<file path="src/rtl/secded_rx_pkg.sv">
package secded_rx_pkg;

  typedef enum logic [1:0] {
    FR_CLEAN  = 2'd0,
    FR_FIXED  = 2'd1,
    FR_DOUBLE = 2'd2
  } fr_class_e;

  localparam int EV_CLEAN = 0;
  localparam int EV_FIXED = 1;
  localparam int EV_CRC   = 2;
  localparam int EV_DBL   = 3;
  localparam int N_EV     = 4;

endpackage

</file>
<file path="src/rtl/secded_decode.sv">
module secded_decode
  import secded_rx_pkg::*;
#(
  parameter int CW_W = 128,
  localparam int PB  = $clog2(CW_W),
  localparam int DW  = CW_W - PB - 1
) (
  input  logic [CW_W-1:0] cw_i,
  output logic [DW-1:0]   data_o,
  output fr_class_e       cls_o
);

  logic [PB-1:0]   syn;
  logic            par;
  logic [CW_W-1:0] fix;
  logic [CW_W-1:0] corr;

  // syndrome: XOR of indices of all set bits; overall parity over all bits
  always_comb begin
    syn = '0;
    for (int p = 1; p < CW_W; p++) begin
      if (cw_i[p]) syn = syn ^ PB'(p);
    end
    par = ^cw_i;
  end

  // classification: odd parity means one flip (maybe bit 0 alone)
  always_comb begin
    if (syn == '0 && !par)           cls_o = FR_CLEAN;
    else if (par && int'(syn) < CW_W) cls_o = FR_FIXED;
    else                             cls_o = FR_DOUBLE;
  end

  always_comb begin
    fix = '0;
    if (cls_o == FR_FIXED && syn != '0) fix[syn] = 1'b1;
    corr = cw_i ^ fix;
  end

  // pick data from non-power-of-two positions, ascending
  always_comb begin
    int k;
    k = 0;
    data_o = '0;
    for (int p = 1; p < CW_W; p++) begin
      if ((p & (p - 1)) != 0) begin
        data_o[k] = corr[p];
        k++;
      end
    end
  end

endmodule

</file>
<file path="src/rtl/crc_calc.sv">
module crc_calc #(
  parameter int             DATA_W = 104,
  parameter int             CRC_W  = 16,
  parameter logic [CRC_W-1:0] POLY = 16'h1021,
  parameter logic [CRC_W-1:0] INIT = '1
) (
  input  logic [DATA_W-1:0] data_i,
  output logic [CRC_W-1:0]  crc_o
);

  always_comb begin
    logic [CRC_W-1:0] c;
    logic             fb;
    c = INIT;
    for (int i = DATA_W - 1; i >= 0; i--) begin
      fb = c[CRC_W-1] ^ data_i[i];
      c  = {c[CRC_W-2:0], 1'b0};
      if (fb) c = c ^ POLY;
    end
    crc_o = c;
  end

endmodule

</file>
<file path="src/rtl/sat_counter.sv">
module sat_counter #(
  parameter int W = 16
) (
  input  logic         clk,
  input  logic         rst,
  input  logic         inc,
  output logic [W-1:0] q
);

  always_ff @(posedge clk) begin
    if (rst)                q <= '0;
    else if (inc && !(&q))  q <= q + 1'b1;
  end

  // a full counter stays full
  a_r9_hold_max: assert property (@(posedge clk) disable iff (rst)
    (&q) |=> (&q));

  // an increment moves by one unless already full
  a_r9_step: assert property (@(posedge clk) disable iff (rst)
    (inc && !(&q)) |=> (q == $past(q) + 1'b1));

  a_r9_idle: assert property (@(posedge clk) disable iff (rst)
    !inc |=> $stable(q));

endmodule

</file>
<file path="src/rtl/secded_frame_rx.sv">
module secded_frame_rx
  import secded_rx_pkg::*;
#(
  parameter int CW_W     = 128,
  parameter int PAY_W    = 104,
  parameter int CNT_W    = 16,
  parameter int REM_BIT  = PAY_W - 1,
  parameter int CRC_POLY = 'h1021
) (
  input  logic             clk,
  input  logic             rst,
  input  logic             in_valid,
  output logic             in_ready,
  input  logic [CW_W-1:0]  in_frame,
  output logic [PAY_W-1:0] pay_q,
  output logic             pay_upd,
  output logic             retx_req,
  output logic             remote_err,
  output logic [CNT_W-1:0] cnt_clean,
  output logic [CNT_W-1:0] cnt_fixed,
  output logic [CNT_W-1:0] cnt_crc,
  output logic [CNT_W-1:0] cnt_dbl
);

  localparam int PB    = $clog2(CW_W);
  localparam int DW    = CW_W - PB - 1;
  localparam int CRC_W = DW - PAY_W;

  logic            fire;
  logic [DW-1:0]   dec_data;
  fr_class_e       dec_cls;
  logic            a_vld;
  logic [DW-1:0]   a_data;
  fr_class_e       a_cls;
  logic [CRC_W-1:0] crc_calc_v;
  logic            crc_ok;
  logic [N_EV-1:0] ev;
  logic            acc;
  logic            rej;
  logic [CNT_W-1:0] cnt [N_EV];

  assign in_ready = !rst;
  assign fire     = in_valid && in_ready;

  secded_decode #(.CW_W(CW_W)) u_dec (
    .cw_i   (in_frame),
    .data_o (dec_data),
    .cls_o  (dec_cls)
  );

  // stage A: hold decoded frame for one cycle
  always_ff @(posedge clk) begin
    if (rst) begin
      a_vld  <= 1'b0;
      a_data <= '0;
      a_cls  <= FR_CLEAN;
    end else begin
      a_vld <= fire;
      if (fire) begin
        a_data <= dec_data;
        a_cls  <= dec_cls;
      end
    end
  end

  crc_calc #(
    .DATA_W (PAY_W),
    .CRC_W  (CRC_W),
    .POLY   (CRC_W'(CRC_POLY)),
    .INIT   ({CRC_W{1'b1}})
  ) u_crc (
    .data_i (a_data[PAY_W-1:0]),
    .crc_o  (crc_calc_v)
  );

  assign crc_ok = (crc_calc_v == a_data[DW-1:PAY_W]);

  // outcome decision: double errors never consult the CRC
  always_comb begin
    ev = '0;
    if (a_vld) begin
      ev[EV_DBL]   = (a_cls == FR_DOUBLE);
      ev[EV_CLEAN] = (a_cls == FR_CLEAN) && crc_ok;
      ev[EV_FIXED] = (a_cls == FR_FIXED) && crc_ok;
      ev[EV_CRC]   = (a_cls != FR_DOUBLE) && !crc_ok;
    end
  end

  assign acc = ev[EV_CLEAN] | ev[EV_FIXED];
  assign rej = ev[EV_CRC]   | ev[EV_DBL];

  // stage B: commit or reject
  always_ff @(posedge clk) begin
    if (rst) begin
      pay_q      <= '0;
      pay_upd    <= 1'b0;
      retx_req   <= 1'b0;
      remote_err <= 1'b0;
    end else begin
      pay_upd <= acc;
      if (acc) begin
        pay_q      <= a_data[PAY_W-1:0];
        remote_err <= a_data[REM_BIT];
        retx_req   <= 1'b0;
      end else if (rej) begin
        retx_req <= 1'b1;
      end
    end
  end

  for (genvar i = 0; i < N_EV; i++) begin : g_cnt
    sat_counter #(.W(CNT_W)) u_cnt (
      .clk (clk),
      .rst (rst),
      .inc (ev[i]),
      .q   (cnt[i])
    );
  end

  assign cnt_clean = cnt[EV_CLEAN];
  assign cnt_fixed = cnt[EV_FIXED];
  assign cnt_crc   = cnt[EV_CRC];
  assign cnt_dbl   = cnt[EV_DBL];

  // each decoded frame lands in exactly one outcome
  a_r5_one_outcome: assert property (@(posedge clk) disable iff (rst)
    a_vld |-> $onehot(ev));

  // payload register moves only with its strobe
  a_r6_hold: assert property (@(posedge clk) disable iff (rst)
    !pay_upd |-> $stable(pay_q));

  // rejection raises the request and suppresses the strobe
  a_r7_set: assert property (@(posedge clk) disable iff (rst)
    rej |=> (retx_req && !pay_upd));

  // an accepted frame always leaves the request low
  a_r7_clear: assert property (@(posedge clk) disable iff (rst)
    pay_upd |-> !retx_req);

  // a double error never produces an update
  a_r4_no_update: assert property (@(posedge clk) disable iff (rst)
    (a_vld && a_cls == FR_DOUBLE) |=> !pay_upd);

  // remote flag follows accepted frames only
  a_r8_remote_hold: assert property (@(posedge clk) disable iff (rst)
    !pay_upd |-> $stable(remote_err));

endmodule

</file>
<file path="config.mk">
export PLATFORM = sky130hd
export DESIGN_NAME = secded_frame_rx
export DESIGN_NICKNAME = d
export VERILOG_FILES = /design/src/rtl/secded_rx_pkg.sv /design/src/rtl/secded_decode.sv /design/src/rtl/crc_calc.sv /design/src/rtl/sat_counter.sv /design/src/rtl/secded_frame_rx.sv
export SDC_FILE = /design/constraint.sdc
export NUM_CORES = 1
export LEC_CHECK = 0
export BUFFER_PORTS_ARGS = -buffer_cell sky130_fd_sc_hd__buf_2
export CAP_MARGIN = 25
export CORE_ASPECT_RATIO = 1.1
export CORE_MARGIN = 5
export CORE_UTILIZATION = 58
export CTS_CLUSTER_SIZE = 24
export DETAILED_ROUTE_END_ITERATION = 8
export PLACE_DENSITY_LB_ADDON = 0.08
export SYNTH_ARGS = -nofsm -noshare
export SYNTH_HDL_FRONTEND = slang
export SYNTH_SLANG_ARGS = --single-unit
</file>
<file path="constraint.sdc">
create_clock -name clk -period 8.2 [get_ports clk]
set_clock_uncertainty 0.15 [all_clocks]
set_input_delay 1.23 -clock clk [delete_from_list [all_inputs] [get_ports clk]]
set_output_delay 1.23 -clock clk [all_outputs]
set_load 0.01 [all_outputs]
</file>
==> impl_metrics.tcl <==
set metrics [dict create \
    ys_seq_area_share_pct 29.64 \
    drt_iter0_drc 1566 \
    path_class "flip-flop to flip-flop" \
    async_flop_share_pct 0 \
    clk_latency_ns 0.54 \
    core_um2 33940 \
    worstPathArrival_ns 8.12 \
    cts_buffers 35 \
    netlist_area_um2 19790 \
    tns_ns 0 \
    cts.clk_slew.worst_paths_ns 0.06 \
    track_usage_pct 32.36 \
    grt_pass1_vias 15870 \
    layout-drive-gt1-share_pct 17.62 \
    synth_most_common_cell "xnor2_1" \
    post-dp-hpwl_mm 48.19 \
    num_rows 71 \
    synth_cell_type_count 54 \
    synth_area_leaders "dfxtp_1 (30%), xnor2_1 (21%), xnor3_1 (13%)" \
    synth_edf_count 0 \
    drc_errors 0 \
    netlist_instances 2159 \
    rsz0062_at_grt "no" \
    finalSetupViolCount 0 \
    synth-main-ff-cell "dfxtp_1" \
    ys.warnings.count 0 \
    vias_per_cell 5.654 \
    cp-start-kind "flip-flop" \
    critPathRequiredTime_ns 8.49 \
    grt_first_pass_wirelength_mm 94.05 \
    root_buffer "clkbuf_16" \
    syn_to_final_growth_pct 15.90 \
    endpoint_kind "flip-flop" \
    ys_ff_latch 293 \
    routed_wirelength_mm 62.63 \
    nets 2545 \
    cts_tree "done" \
    ant_nets 0 \
    tightest_slew_ns 1.034 \
    die_w_um 186.1 \
    start_util_pct 58.33 \
    dieArea_um2 37920 \
    htree_levels 2 \
    placed_cell_area_um2 21690 \
    dieHeight_um 203.7 \
    grt_remaining_overflow 0 \
    final_cell_area_um2 22940 \
    n_antenna_cell 0 \
    hp-class "flip-flop to flip-flop" \
    path_max_fanout 44 \
    grt_max_degree 113 \
    antenna_found_initial 0 \
    drv_slew 0 \
    avgSynthCellArea_um2 9.168 \
    vias 16240 \
    finalCriticalPeriod_ns 7.827 \
    io_pins 303 \
    syn_nets 2294 \
    io_buffers 302 \
    fmax_mhz 127.8 \
    outcome "complete, no violations" \
    post-synth-top-area-cell "dfxtp_1" \
    synth_common_cells "xnor2_1 (484), dfxtp_1 (293), nand3_1 (239), nor2_1 (184), nand2_1 (154)" \
    cts_num_sinks 293 \
    relSlewSlack_pct 30.90 \
    place_congestion 0.9830 \
    clockBufferDepth 3 \
    r2r_slack_ns 0.37 \
    max_cap_violations 0 \
    finalHoldViolations 0 \
    period_share_pct 95.45 \
    synth_top_area_share_pct 29.64 \
    drtPass1Iterations 5 \
    wl_per_cell_um 21.80 \
]
==> critical path, stage by stage (launching register included) <==
cell,delay [ns]
dfxtp_1,0.48
xnor3_1,0.50
xnor3_1,0.51
xnor3_1,0.51
xnor3_1,0.54
xnor3_1,0.43
xnor3_1,0.43
xnor3_2,0.50
xnor3_2,0.55
xnor3_2,0.52
xor2_1,0.34
xnor3_1,0.47
or3_1,0.35
a22oi_1,0.18
and4_4,0.46
buf_4,0.46
nand3_1,0.14
a21oi_1,0.18
==> what timing repair did <==
action,in CTS,in global routing
gates resized for setup,0,1
endpoints found under the setup margin,0,46
hold buffers,0,0
setup buffers,0,0
==> cell type report <==
| cell class | count | area (um^2) |
|---|---|---|
| clock buffer | 45 | 984.7 |
| tap | 438 | 548.0 |
| multi-input combinational | 1721 | 13380 |
| sequential | 293 | 5866 |
| timing repair buffer | 342 | 1843 |
| inverter | 17 | 65.06 |
| clock inverter | 17 | 256.5 |
| fill | 2860 | 11000 |
==> cells by family after synthesis <==
group	after synthesis	synth area share, %
AOI/OAI and AO/OA	281	7.573
xor gates and xnor gates	743	43.31
adders and majority gates	4	0.2529
buffers and inverters	145	2.933
DFF	293	29.64
muxes	5	0.2655
and+or+nand+nor	688	16.03
==> final timing paths <==
check         startpoint  depth (start not counted)         end
max reg2reg  a_data[103]                         17  pay_q[103]
min reg2reg    pay_q[10]                          2   pay_q[10]
max          a_data[103]                         17  pay_q[103]
min            pay_q[10]                          2   pay_q[10]
==> stage by stage <==
step / std cells / setup WS (ns) / util, % / hold WS (ns)
2_1_floorplan: 2159 / 1.366 / - / 0.2958
4_1_cts: 2873 / 0.2671 / 67.58 / 0.3017
6_report: 2873 / 0.3735 / 67.60 / 0.2996
3_5_place_dp: 2811 / 0.2988 / 63.92 / 0.2935
5_1_grt: 2873 / 0.02578 / 67.60 / 0.3175
3_3_place_gp: 2810 / 0.3441 / 63.90 / 0.2906
==> per-layer routing <==
metal | track usage, % | wire [um] | share of wire [%] | vias up
met2 | 51.59 | 28600 | 46 | 640
met1 | 43.71 | 26370 | 42 | 7719
met4 | 11.17 | 2265 | 3.6 | 0
met5 | 0 | 0 | 0 | -
met3 | 7.028 | 5383 | 8.6 | 120
li1 | - | - | - | 7765
==> layout by cell type (no fill, tap or decap), types with 6 or more instances in the layout <==
cell type and n:
nor2_1 184, xnor2_1 483, buf_4 38, nor2b_1 7, xor3_1 22, xnor2_2 8, xor2_1 108, and2_1 12
o21ai_0 133, a311oi_1 15, or3_1 31, nand4_1 14, nand3_1 239, a21oi_1 120, clkinv_2 8, clkbuf_16 36
buf_2 301, bufinv_16 6, xnor3_2 6, dfxtp_1 293, inv_1 16, nand2_1 153, nor3_1 12, and3_1 15
xnor3_1 112
==> registers in the layout (all words and copies together) (netlist names) <==
name / flops
a_cls: 2
a_data: 120
a_vld: 1
g_cnt.u_cnt.q: 64
pay_q: 104
pay_upd: 1
retx_req: 1
Power is not shown: default switching activity piles up to over one toggle a cycle in this logic, so the estimate is an artifact.
